[config.mk]
export PLATFORM = sky130hd
export DESIGN_NAME = bcd_seg_mux
export DESIGN_NICKNAME = d
export VERILOG_FILES = /design/src/rtl/bcd_seg_mux.sv
export SDC_FILE = /design/constraint.sdc
export NUM_CORES = 1
export LEC_CHECK = 0
export BUFFER_PORTS_ARGS = -buffer_cell sky130_fd_sc_hd__buf_2
export CELL_PAD_IN_SITES_DETAIL_PLACEMENT = 0
export CELL_PAD_IN_SITES_GLOBAL_PLACEMENT = 2
export CORE_UTILIZATION = 35
export CTS_CLUSTER_DIAMETER = 50
export DETAILED_ROUTE_END_ITERATION = 16
export GPL_ROUTABILITY_DRIVEN = 0
export PLACE_DENSITY_LB_ADDON = 0.1
export SYNTH_ARGS = -nofsm -noshare
export SYNTH_HDL_FRONTEND = slang
export SYNTH_SLANG_ARGS = --single-unit
[constraint.sdc]
create_clock -name clk -period 3.75 [get_ports clk]
set_clock_uncertainty 0.2 [all_clocks]
set_input_delay 0.5625 -clock clk [delete_from_list [all_inputs] [get_ports clk]]
set_output_delay 0.5625 -clock clk [all_outputs]
set_load 0.02 [all_outputs]
[src/rtl/bcd_seg_mux.sv]
module bcd_seg_mux #(
  parameter int REFRESH_BITS = 16
) (
  input  logic       clk,
  input  logic       rst,
  input  logic [3:0] value,
  output logic [6:0] seg_n,
  output logic [3:0] anode
);
  localparam int CW = REFRESH_BITS + 1;
  localparam logic [6:0] BLANK_N = 7'h7F;

  logic [CW-1:0] refresh;
  logic          tens_sel;
  logic          two_digit;
  logic [3:0]    units;

  function automatic logic [6:0] glyph(input logic [3:0] d);
    case (d)
      4'd0:    glyph = 7'h3F;
      4'd1:    glyph = 7'h06;
      4'd2:    glyph = 7'h5B;
      4'd3:    glyph = 7'h4F;
      4'd4:    glyph = 7'h66;
      4'd5:    glyph = 7'h6D;
      4'd6:    glyph = 7'h7D;
      4'd7:    glyph = 7'h07;
      4'd8:    glyph = 7'h7F;
      4'd9:    glyph = 7'h6F;
      default: glyph = 7'h00;
    endcase
  endfunction

  always_ff @(posedge clk) begin
    if (rst) refresh <= '0;
    else     refresh <= refresh + 1'b1;
  end

  assign tens_sel  = refresh[CW-1];
  assign two_digit = value > 4'd9;
  assign units     = two_digit ? value - 4'd10 : value;

  assign anode = tens_sel ? {2'b00, two_digit, 1'b0} : 4'b0001;
  assign seg_n = tens_sel ? (two_digit ? ~glyph(4'd1) : BLANK_N) : ~glyph(units);

  // the units display never goes dark
  p_units_lit_r1: assert property (@(posedge clk) disable iff (rst)
    anode[0] |-> seg_n != BLANK_N);

  p_tens_one_r4: assert property (@(posedge clk) disable iff (rst)
    anode[1] |-> (seg_n == 7'h79 && value > 4'd9));

  p_blank_r5: assert property (@(posedge clk) disable iff (rst)
    (anode == 4'b0000) |-> (seg_n == BLANK_N && value < 4'd10));

  p_upper_off_r6: assert property (@(posedge clk) disable iff (rst)
    anode[3:2] == 2'b00);

  p_onehot_r6: assert property (@(posedge clk) disable iff (rst)
    $countones(anode) <= 1);
endmodule

Yosys cells after proc, flatten, opt, wreduce, memory -nomap -nowiden --
Memory sizes are Yosys's and may differ from the RTL's. Index checks and enable logic that the tools add are counted.
Cells by class: multipliers 0, bitwise gates (word level) 1, shift operators 0, divide/modulo/power cells 0, add/sub/neg operators 2, order comparisons 1, equality and inequality tests 0, multiplexer cells 4, reduce and logical (&&, ||, !) cells 0
Operators with widths (number):
- adder 17 x 1 -> 17 bit, second input constant | 1
- 2-to-1 mux 7 bit | 1
- inverter 7 bit | 1
- greater-than comparator 4 bit, second input constant | 1
- 2-to-1 mux 4 bit | 1
- subtractor 4 bit, second input constant | 1
- 2-to-1 mux 3 bit | 1
- 2-to-1 mux 2 bit | 1
Word-level totals: input bits 6, bits in writable memories 0, latch bits 0, memory bits (read-only) 112, bits in registers 17, memories 1
Memories:
- (name not given) | words 16, width 7, read ports 1, clocked after Yosys merged registers in 0, write ports 0, RTL line 19 | case (d)

Logic depth before layout (Yosys ltp) --
Gate-level depths: netlist of run 1. An unclocked memory read counts as a cell.
word-level depth 5, gate-level depth with buffers 9

Worst setup path before layout of run 1 --
No wires, ideal clock.
path type input-to-output, from input port value[3], to output port seg_n[2], stages on the path 8, arrival 2.249 ns, required time 2.987 ns, path slack 0.739 ns, cells stage by stage buf_2 -> buf_2 -> nand2_1 -> mux2i_1 -> ha_1 -> inv_1 -> o31a_1 -> o31ai_1
Between the ends: cells in the longest elaborated chain, start to end 5
Ends and longest elaborated chain:
- from (decl) | RTL line 6 | input logic [3:0] value,
- subtractor 4 bit or greater-than comparator 4 bit (tied branches) | RTL line 41, 40
- 2-to-1 mux 4 bit | RTL line 41 | assign units = two_digit ? value - 4'd10 : value;
- memory read (16 x 7 bit)
- inverter 7 bit | RTL line 44 | assign seg_n = tens_sel ? (two_digit ? ~glyph(4'd1) : BLANK_N) : ~glyph(units);
- 2-to-1 mux 7 bit * | RTL line 44
- to (decl) | RTL line 7 | output logic [6:0] seg_n,
Every way passes the cells marked *; elsewhere a longest branch is shown, timed or not.

Final worst setup path of run 1 --
Same ends and word-level chain as after synthesis.

==> out/metrics.cfg, run 1 <==
[cts]
root_buf_cell = sky130_fd_sc_hd__clkbuf_4
clock_sinks = 17
post-cts-setup-buffers = 0
post_cts_resized = 0
cts_buf_count = 3
cts_tree = done
postCtsHoldBufs = 0
clock_insertion_delay_worst_skew_ns = 0.30
clk_path_buf_depth = 2
cts.clk_slew.worst_paths_ns = 0.10
h-tree-depth = 1

[place]
quantity_of_i_o_buffers_inserted_on_ports = 14
detailed_place_hpwl_um = 1770
post-place-ws_ns = 0.818
place_area_um2 = 1200

[worst_setup_path]
crit_fanout = 19
cpPeakStageDelay_ns = 0.29
worst_path_max_delay_cell = sky130_fd_sc_hd__o31a_1
cp_data_required_time_ns = 2.99
setup.worst_path.start_class = primary input
cp_cell_sequence = buf_2, nand2_1, mux2i_1, ha_1, inv_1, o31a_1, o31ai_1, buf_2
cpLargestDelayFamily = buffers and inverters
cpMostUsedCell = sky130_fd_sc_hd__buf_2
critical_path.endpoint_type = output port
cp.buffers_inverters = 3
timing.critical_path.arrival_ns = 2.18
crit_type = in -> out

[layout]
largest_register_ffs = 17
number_of_fill_cells = 345
mostFrequentLayoutCells = sky130_fd_sc_hd__nor2_1, sky130_fd_sc_hd__dfxtp_1, sky130_fd_sc_hd__buf_2, sky130_fd_sc_hd__xnor2_1, sky130_fd_sc_hd__inv_1
layout_commonest_cell = sky130_fd_sc_hd__nor2_1
flow.area_growth_from_synthesis_pct = 9.23
finish.instance_area_um2 = 1230
final_net_count = 161
max_flop_register = refresh
antenna_cells_inserted = 0
layout-drive-gt1-share = 0.188
reg_top3 = refresh x17

[run_status]
status = finished, final reports clean

[grt]
grt_pass1_wl_um = 3810
grt_pass1_vias = 818
grt-ovfl-total = 0
globalRouteTotalUtil = 0.145
largest_net_degree_at_the_start_of_global_routing = 20
grt_antenna_before_repair = 0

[timing]
finalHoldViolCount = 0
setup_total_negative_slack_ns = 0
achievable-frequency_ghz = 0.340
final_cycle_utilization_of_the_critical_path = 0.784
fin_crit_ns = 2.94
setup_violations = 0
layout_setup_ws_ns = 0.812
slew_violations = 0
rsz0062_at_grt = no

[power]
netSwitchingPower_mw = 0.111
pwr-share-seq = 0.515
cellPowerDensity_nw_per_um2 = 294
cellInternalPower_mw = 0.251
fraction_of_power_consumed_by_the_clock_network = 0.281
power.total_mw = 0.361
worst_ir_drop_vdd_uv = 166
power_leakage_nw = 0.492
comb_power_share = 0.205
netSwitchingFraction = 0.306

[floorplan]
design.die.area_um2 = 3440
floorplan.initialDensity = 0.368
std_cell_rows = 20
chip_width_um = 58.7
num_io_pins = 17
core_area_um2 = 3050
fp.dieH_um = 58.7

[drt]
drc_errors = 0
drt_iter0_drc = 36
detail-route-antenna-nets = 0
drt-pass1-iter-count = 4
vias_per_cell = 5.01
routed_length_per_placed_instance_um = 12.3
dr_total_vias = 966
routed_wirelength_um = 2370

[synthesis]
synth_fa_ha_area_frac = 0.0556
synth_top_family_by_area = simple AND/OR/NAND/NOR gates
synth.cell_area_um2 = 1120
syn-mean-instance-area_um2 = 8.21
compound_gate_fraction_of_synth_area = 0.171
syn-instance-count = 137
synth-edff-count = 0
postSynth.asyncResetShare = 0
warnings_synthesis = 0
synth-simple-area-share = 0.280
ys_types = 42
synth.area.mux_share = 0.00890
synth.yosys.seq_area_share = 0.303
synth.ff_latch_count = 17
primary_ff_master_synth = sky130_fd_sc_hd__dfxtp_1
synth-xor-area-share = 0.101

[hold_path]
min-delay-path-class = reg -> reg

[run]
maxCapViolations = 0

worst paths after layout:
check | from | to | slack [ns] | depth (start not counted)
setup / recovery | value[3] | seg_n[2] | 0.81 | 8
hold / removal | refresh[0]$_SDFF_PP0_ | refresh[0]$_SDFF_PP0_ | 0.28 | 1
setup reg to reg | refresh[0]$_SDFF_PP0_ | refresh[16]$_SDFF_PP0_ | 1.97 | 5
hold reg to reg | refresh[0]$_SDFF_PP0_ | refresh[0]$_SDFF_PP0_ | 0.28 | 1
metrics by stage:
stage,std cells,util,hold slack (ns)
CTS,193,0.402,0.278
floorplan,138,-,0.226
global placement,189,0.393,0.242
finish,193,0.402,0.277
detailed placement,189,0.393,0.253
global route,193,0.402,0.292
layer usage:
layer,track usage,share of wire,vias to the layer above
met1,0.219,0.56,448
met5,0,0,-
met3,0.0505,0.046,2
met4,0.0408,0.0080,0
met2,0.192,0.39,17
li1,-,-,499
cells by family (layout without fill, tap and decap cells):
family,count (synthesis),count (layout)
AO/OA/AOI/OAI,28,28
other,1,2
adder cells (fa/ha/maj),5,5
AND/OR/NAND/NOR,56,56
flip-flops,17,17
buffers and inverters,16,27
multiplexers,1,1
XOR/XNOR,13,13
power by group through the flow:
stage | Sequential, mW | Combinational (mW) | Clock (mW)
floorplan | 0.190 | 0.0578 | 0
global placement | 0.190 | 0.0749 | 0
detailed placement | 0.190 | 0.0736 | 0
CTS | 0.186 | 0.0739 | 0.106
global route | 0.186 | 0.0814 | 0.115
finish | 0.186 | 0.0739 | 0.101
cell usage after synthesis (3+ instances only):
cell type,count,area (um^2)
sky130_fd_sc_hd__o21ai_0,5,25.0
sky130_fd_sc_hd__buf_2,3,15.0
sky130_fd_sc_hd__inv_1,9,33.8
sky130_fd_sc_hd__nor4_2,3,37.5
sky130_fd_sc_hd__a21oi_1,6,30.0
sky130_fd_sc_hd__nand2_1,7,26.3
sky130_fd_sc_hd__xor2_1,3,26.3
sky130_fd_sc_hd__a21o_1,4,30.0
sky130_fd_sc_hd__dfxtp_1,17,340
sky130_fd_sc_hd__nand4_1,3,18.8
sky130_fd_sc_hd__nand3_1,6,30.0
sky130_fd_sc_hd__nor2_1,19,71.3
sky130_fd_sc_hd__ha_1,5,62.6
sky130_fd_sc_hd__xnor2_1,10,87.6
sky130_fd_sc_hd__nor3_1,4,20.0
area by class of cell:
cell class              instances  area [um^2]  share of cell area
repair buffers                 14         70.1              0.0570
inverters                       9         33.8              0.0275
well taps                      44         55.1              0.0448
clock buffers                   3         22.5              0.0183
flip-flops and latches         17          340               0.277
multi-input cells             105          702               0.571
clock inverters                 1         5.00             0.00407
Power figures use the tool's default switching activity.
==> run 2, diff against run 1 <==
- CORE_UTILIZATION: 35 -> 33
- clock period: 3.75 -> 2.9 ns (I/O delays scaled with it)
==> run 2 against run 1 <==
Net effect: worst hold slack got worse by 0.0021 ns; combinational power increased by 31%; first-iteration DRC count down 25%; sequential cell count is the same; critical endpoint unchanged; global-route usage rose by 0.43 points; sequential share of layout area is 0.36 points lower; power is 30% higher; largest cell class unchanged; critical path type unchanged.
==> out/metrics.cfg, run 2 (synthesis results as in run 1) <==
[run_status]
status = finished, final reports clean  ; unchanged

[layout]
mostFrequentLayoutCells = sky130_fd_sc_hd__nor2_1, sky130_fd_sc_hd__dfxtp_1, sky130_fd_sc_hd__buf_2, sky130_fd_sc_hd__xnor2_1, sky130_fd_sc_hd__inv_1  ; unchanged
flow.area_growth_from_synthesis_pct = 10.7  ; was 9.23%
max_flop_register = refresh  ; unchanged
largest_register_ffs = 17  ; unchanged
layout_commonest_cell = sky130_fd_sc_hd__nor2_1  ; unchanged
layout-drive-gt1-share = 0.200  ; was 0.188
antenna_cells_inserted = 0  ; unchanged
final_net_count = 162  ; was 161
number_of_fill_cells = 382  ; was 345
layout.cells.non_filler = 194  ; was 193
reg_top3 = refresh x17  ; unchanged

[drt]
dr_total_vias = 962  ; was 966
drc_errors = 0  ; unchanged
detail-route-antenna-nets = 0  ; unchanged
vias_per_cell = 4.96  ; was 5.01
routed_length_per_placed_instance_um = 12.3  ; about the same
drt_iter0_drc = 27  ; was 36
drt-pass1-iter-count = 4  ; unchanged
routed_wirelength_um = 2380  ; was 2370 um

[power]
pwr-share-seq = 0.513  ; was 0.515
power_leakage_nw = 0.492  ; about the same
netSwitchingFraction = 0.303  ; was 0.306
comb_power_share = 0.206  ; was 0.205
worst_ir_drop_vdd_uv = 278  ; was 166 uV
fraction_of_power_consumed_by_the_clock_network = 0.280  ; was 0.281
netSwitchingPower_mw = 0.142  ; was 0.111 mW
cellPowerDensity_nw_per_um2 = 377  ; was 294 nW/um^2
cellInternalPower_mw = 0.327  ; was 0.251 mW

[worst_setup_path]
r2r_cells = 5  ; unchanged
critical_path.endpoint_type = output port  ; unchanged
crit_fanout = 19  ; unchanged
crit-reg2reg-launch = refresh[0]$_SDFF_PP0_  ; unchanged
ff2ff_setup_slack_ns = 1.11  ; was 1.97 ns
r2r-end = refresh[16]$_SDFF_PP0_  ; unchanged
setup.worst_path.start_class = primary input  ; unchanged
timing.critical_path.arrival_ns = 2.05  ; was 2.18 ns
crit_type = in -> out  ; unchanged
cp_data_required_time_ns = 2.27  ; was 2.99 ns

[timing]
setup_violations = 0  ; unchanged
holdWs_ns = 0.275  ; was 0.277 ns
finalHoldViolCount = 0  ; unchanged
rsz0062_at_grt = no  ; unchanged
achievable-frequency_ghz = 0.372
setup_total_negative_slack_ns = 0  ; unchanged
fin_crit_ns = 2.69
final_cycle_utilization_of_the_critical_path = 0.927
slew_violations = 0  ; unchanged

[cts]
post_cts_resized = 0  ; unchanged
root_buf_cell = sky130_fd_sc_hd__clkbuf_4  ; unchanged
postCtsHoldBufs = 0  ; unchanged
clock_sinks = 17  ; unchanged
h-tree-depth = 1  ; unchanged
cts_tree = done  ; unchanged
cts.clk_slew.worst_paths_ns = 0.11  ; was 0.10 ns
clock_insertion_delay_worst_skew_ns = 0.29  ; was 0.30 ns
post-cts-setup-buffers = 0  ; unchanged
cts_buf_count = 3  ; unchanged
clk_path_buf_depth = 2  ; unchanged

[grt]
grt_pass1_vias = 913  ; was 818
largest_net_degree_at_the_start_of_global_routing = 20  ; unchanged
grt_pass1_wl_um = 4120  ; was 3810 um
globalRouteTotalUtil = 0.150  ; was 0.145
grt-ovfl-total = 0  ; unchanged
grt_antenna_before_repair = 0  ; unchanged

[place]
placedCellCount = 190  ; was 189
quantity_of_i_o_buffers_inserted_on_ports = 14  ; unchanged
detailed_place_hpwl_um = 1820  ; was 1770 um

[floorplan]
fp.dieH_um = 60.4  ; was 58.7 um
chip_width_um = 60.4  ; was 58.7 um
core_area_um2 = 3150  ; was 3050 um^2
num_io_pins = 17  ; unchanged
design.die.area_um2 = 3650  ; was 3440 um^2
floorplan.initialDensity = 0.357  ; was 0.368
std_cell_rows = 20  ; unchanged

[hold_path]
whs_path_depth = 1  ; unchanged
min_delay_worst_endpoint = refresh[0]$_SDFF_PP0_  ; unchanged
min-delay-path-class = reg -> reg  ; unchanged
timing.hold.worst.start = refresh[0]$_SDFF_PP0_  ; unchanged

[run]
maxCapViolations = 0  ; unchanged

[run 2: cell count changes in the layout (fill, tap and decap cells not counted), sizes merged]
cell	change
clkbuf	+1
clkinv	-1
clkinvlp	+1
[run 2: worst max-delay path by stage]
stage	endpoint	slack (ns)	startpoint	cells past startpoint
after CTS	seg_n[2]	0.12	value[3]	8
final	seg_n[2]	0.21	value[3]	8
after floorplan	seg_n[2]	0.14	value[3]	8
after detailed placement	seg_n[2]	0.13	value[3]	8
after global placement	seg_n[2]	0.15	value[3]	8
after global routing	seg_n[2]	0.05	value[3]	8
[run 2: power groups by stage]
stage,sequential (mW),clock (mW),combinational (mW)
final,0.241,0.131,0.0968
after CTS,0.241,0.139,0.0966
after global routing,0.241,0.152,0.109
after global placement,0.246,0,0.0959
after floorplan,0.245,0,0.0747
after detailed placement,0.246,0,0.0962
[run 2: cell type report]
type	count	area, um^2	share of cell area
Timing Repair Buffer	15	80.1	0.0643
Clock inverter	1	7.51	0.00603
Tap cell	44	55.1	0.0442
Inverter	9	33.8	0.0271
Clock buffer	3	22.5	0.0181
Sequential cell	17	340	0.273
Multi-Input combinational cell	105	706	0.567
[run 2: per-layer routing]
| metal | vias to the layer above | GRT usage | wire (um) |
|---|---|---|---|
| met5 | - | 0 | 0 |
| met4 | 0 | 0.00997 | 8 |
| met3 | 2 | 0.0448 | 68 |
| met2 | 14 | 0.256 | 1110 |
| met1 | 444 | 0.194 | 1190 |
| li1 | 502 | - | - |
[run 2: through the flow]
stage                     worst slack (ns)  area (um^2)  power, mW  utilization
after floorplan                      0.144         1130      0.320            -
after global placement               0.147         1210      0.342        0.383
after detailed placement             0.125         1210      0.342        0.383
after CTS                            0.124         1240      0.477        0.393
after global routing                0.0515         1240      0.503        0.395
final                                0.212         1240      0.469        0.395
[run 2: worst max-delay path, stage by stage]
cell and delay (ns):
sky130_fd_sc_hd__clkbuf_4 0.23, sky130_fd_sc_hd__nand2_1 0.09, sky130_fd_sc_hd__mux2i_2 0.24, sky130_fd_sc_hd__ha_1 0.26, sky130_fd_sc_hd__inv_1 0.05, sky130_fd_sc_hd__o31a_1 0.28, sky130_fd_sc_hd__o31ai_1 0.25, sky130_fd_sc_hd__buf_2 0.22
==> run 3, diff against run 2 <==
- clock period: 2.9 -> 2.7 ns (I/O delays scaled with it)
==> run 3 against run 2 <==
Net effect: design area increased by 1.1%; global-route usage increased by 0.33 points; count of clock-buffer cells in the layout unchanged; final cell count increased by 1.5%; sequential power increased by 7%; via count increased by 2.6%; sequential share of layout area decreased by 0.30 points; non-clock buffer count increased by 3; largest cell class unchanged.
==> out/metrics.cfg, run 3 (synthesis results as in run 1) <==
[layout]
max_flop_register = refresh  ; unchanged
reg_top3 = refresh x17  ; unchanged
layout.cells.non_filler = 197  ; was 194
layout_commonest_cell = sky130_fd_sc_hd__nor2_1  ; unchanged
flow.area_growth_from_synthesis_pct = 11.9  ; was 10.7%
antenna_cells_inserted = 0  ; unchanged
largest_register_ffs = 17  ; unchanged
layout-drive-gt1-share = 0.209  ; was 0.200
finish.instance_area_um2 = 1260  ; was 1240 um^2
mostFrequentLayoutCells = sky130_fd_sc_hd__nor2_1, sky130_fd_sc_hd__dfxtp_1, sky130_fd_sc_hd__buf_2, sky130_fd_sc_hd__xnor2_1, sky130_fd_sc_hd__inv_1  ; unchanged
final_net_count = 165  ; was 162

[grt]
grt_pass1_wl_um = 4170  ; was 4120 um
globalRouteTotalUtil = 0.153  ; was 0.150
largest_net_degree_at_the_start_of_global_routing = 19  ; was 20
grt-ovfl-total = 0  ; unchanged
grt_pass1_vias = 895  ; was 913
grt_antenna_before_repair = 0  ; unchanged

[timing]
layout_setup_ws_ns = 0.132  ; was 0.212 ns
slew_violations = 0  ; unchanged
rsz0062_at_grt = no  ; unchanged
finalHoldViolCount = 0  ; unchanged
fin_crit_ns = 2.57
setup_total_negative_slack_ns = 0  ; unchanged
achievable-frequency_ghz = 0.389
final_cycle_utilization_of_the_critical_path = 0.951
setup_violations = 0  ; unchanged

[cts]
clock_insertion_delay_worst_skew_ns = 0.30  ; was 0.29 ns
cts.clk_slew.worst_paths_ns = 0.11  ; about the same
post_cts_resized = 0  ; unchanged
post-cts-setup-buffers = 0  ; unchanged
postCtsHoldBufs = 0  ; unchanged
cts_buf_count = 3  ; unchanged
clk_path_buf_depth = 2  ; unchanged
cts_tree = done  ; unchanged
clock_sinks = 17  ; unchanged
root_buf_cell = sky130_fd_sc_hd__clkbuf_4  ; unchanged
h-tree-depth = 1  ; unchanged

[floorplan]
chip_width_um = 60.4  ; unchanged
std_cell_rows = 20  ; unchanged
num_io_pins = 17  ; unchanged
design.die.area_um2 = 3650  ; unchanged
fp.dieH_um = 60.4  ; unchanged
core_area_um2 = 3150  ; unchanged
floorplan.initialDensity = 0.357  ; unchanged

[place]
post-place-ws_ns = 0.151  ; was 0.125 ns
place_area_um2 = 1230  ; was 1210 um^2
placedCellCount = 193  ; was 190
quantity_of_i_o_buffers_inserted_on_ports = 14  ; unchanged
detailed_place_hpwl_um = 1800  ; was 1820 um

[worst_setup_path]
r2r_cells = 5  ; unchanged
critical_path.endpoint_type = output port  ; unchanged
crit-reg2reg-launch = refresh[0]$_SDFF_PP0_  ; unchanged
crit_type = in -> out  ; unchanged
r2r-end = refresh[16]$_SDFF_PP0_  ; unchanged
cp_data_required_time_ns = 2.10  ; was 2.27 ns
timing.critical_path.arrival_ns = 1.96  ; was 2.05 ns
setup.worst_path.start_class = primary input  ; unchanged
crit_fanout = 6  ; was 19
ff2ff_setup_slack_ns = 0.92  ; was 1.11 ns

[drt]
routed_length_per_placed_instance_um = 12.5  ; was 12.3 um
dr_total_vias = 987  ; was 962
detail-route-antenna-nets = 0  ; unchanged
drc_errors = 0  ; unchanged
routed_wirelength_um = 2460  ; was 2380 um
drt-pass1-iter-count = 4  ; unchanged
drt_iter0_drc = 43  ; was 27
vias_per_cell = 5.01  ; was 4.96

[hold_path]
min-delay-path-class = in -> reg  ; was reg -> reg
min_delay_worst_endpoint = refresh[0]$_SDFF_PP0_  ; unchanged
whs_path_depth = 2  ; was 1
timing.hold.worst.start = rst  ; was refresh[0]$_SDFF_PP0_

[power]
cellPowerDensity_nw_per_um2 = 401  ; was 377 nW/um^2
worst_ir_drop_vdd_uv = 246  ; was 278 uV
power_leakage_nw = 0.512  ; was 0.492 nW

[run_status]
status = finished, final reports clean  ; unchanged

[run]
maxCapViolations = 0  ; unchanged

==> run 3: changes by cell type in the layout (fill, tap and decap cells not counted) <==
cell / before / now
sky130_fd_sc_hd__mux2i_1: 0 / 1
sky130_fd_sc_hd__clkbuf_4: 4 / 3
sky130_fd_sc_hd__clkinvlp_4: 1 / 0
sky130_fd_sc_hd__buf_4: 1 / 4
sky130_fd_sc_hd__mux2i_2: 1 / 0
sky130_fd_sc_hd__buf_2: 13 / 14
sky130_fd_sc_hd__clkinv_2: 0 / 1
==> run 3: critical path, cell delays in order <==
cell	delay (ns)
sky130_fd_sc_hd__buf_2	0.12
sky130_fd_sc_hd__inv_1	0.07
sky130_fd_sc_hd__ha_1	0.36
sky130_fd_sc_hd__o21ai_0	0.18
sky130_fd_sc_hd__or3b_2	0.47
sky130_fd_sc_hd__a31o_2	0.21
sky130_fd_sc_hd__buf_2	0.15
==> run 3: final cells by class <==
cell class,instances,area (um^2)
Fill cell,336,1890
Multi-Input combinational cell,105,702
Sequential cell,17,340
Timing Repair Buffer,18,100
Tap cell,44,55.1
Inverter,9,33.8
Clock buffer,3,22.5
Clock inverter,1,5.00
==> run 3: stage by stage <==
| step | power (mW) | utilization | hold slack (ns) |
|---|---|---|---|
| 6_report | 0.505 | 0.399 | 0.277 |
| 5_1_grt | 0.542 | 0.399 | 0.272 |
| 4_1_cts | 0.512 | 0.399 | 0.275 |
| 3_5_place_dp | 0.371 | 0.390 | 0.264 |
| 3_3_place_gp | 0.373 | 0.390 | 0.241 |
| 2_1_floorplan | 0.344 | - | 0.226 |
==> run 3: how the worst max path moves through the flow <==
stage,end,start
finish,seg_n[5],value[1]
global route,seg_n[6],value[1]
global placement,seg_n[5],value[1]
CTS,seg_n[5],value[1]
detailed placement,seg_n[5],value[1]
floorplan,seg_n[2],value[3]
==> run 3: routing by layer <==
layer | track usage | share of wire | wire length (um)
met2 | 0.234 | 0.45 | 1120
met3 | 0.0384 | 0.030 | 73
met4 | 0.0299 | 0.0053 | 13
met5 | 0 | 0 | 0
met1 | 0.218 | 0.51 | 1250
==> run 3: power by group <==
part / switching [mW] / leakage [nW] / total, mW / internal [mW]
Combinational: 0.0644 / 0.356 / 0.107 / 0.0421
Clock: 0.0851 / 0.0177 / 0.140 / 0.0551
Sequential: 0.00411 / 0.138 / 0.259 / 0.254
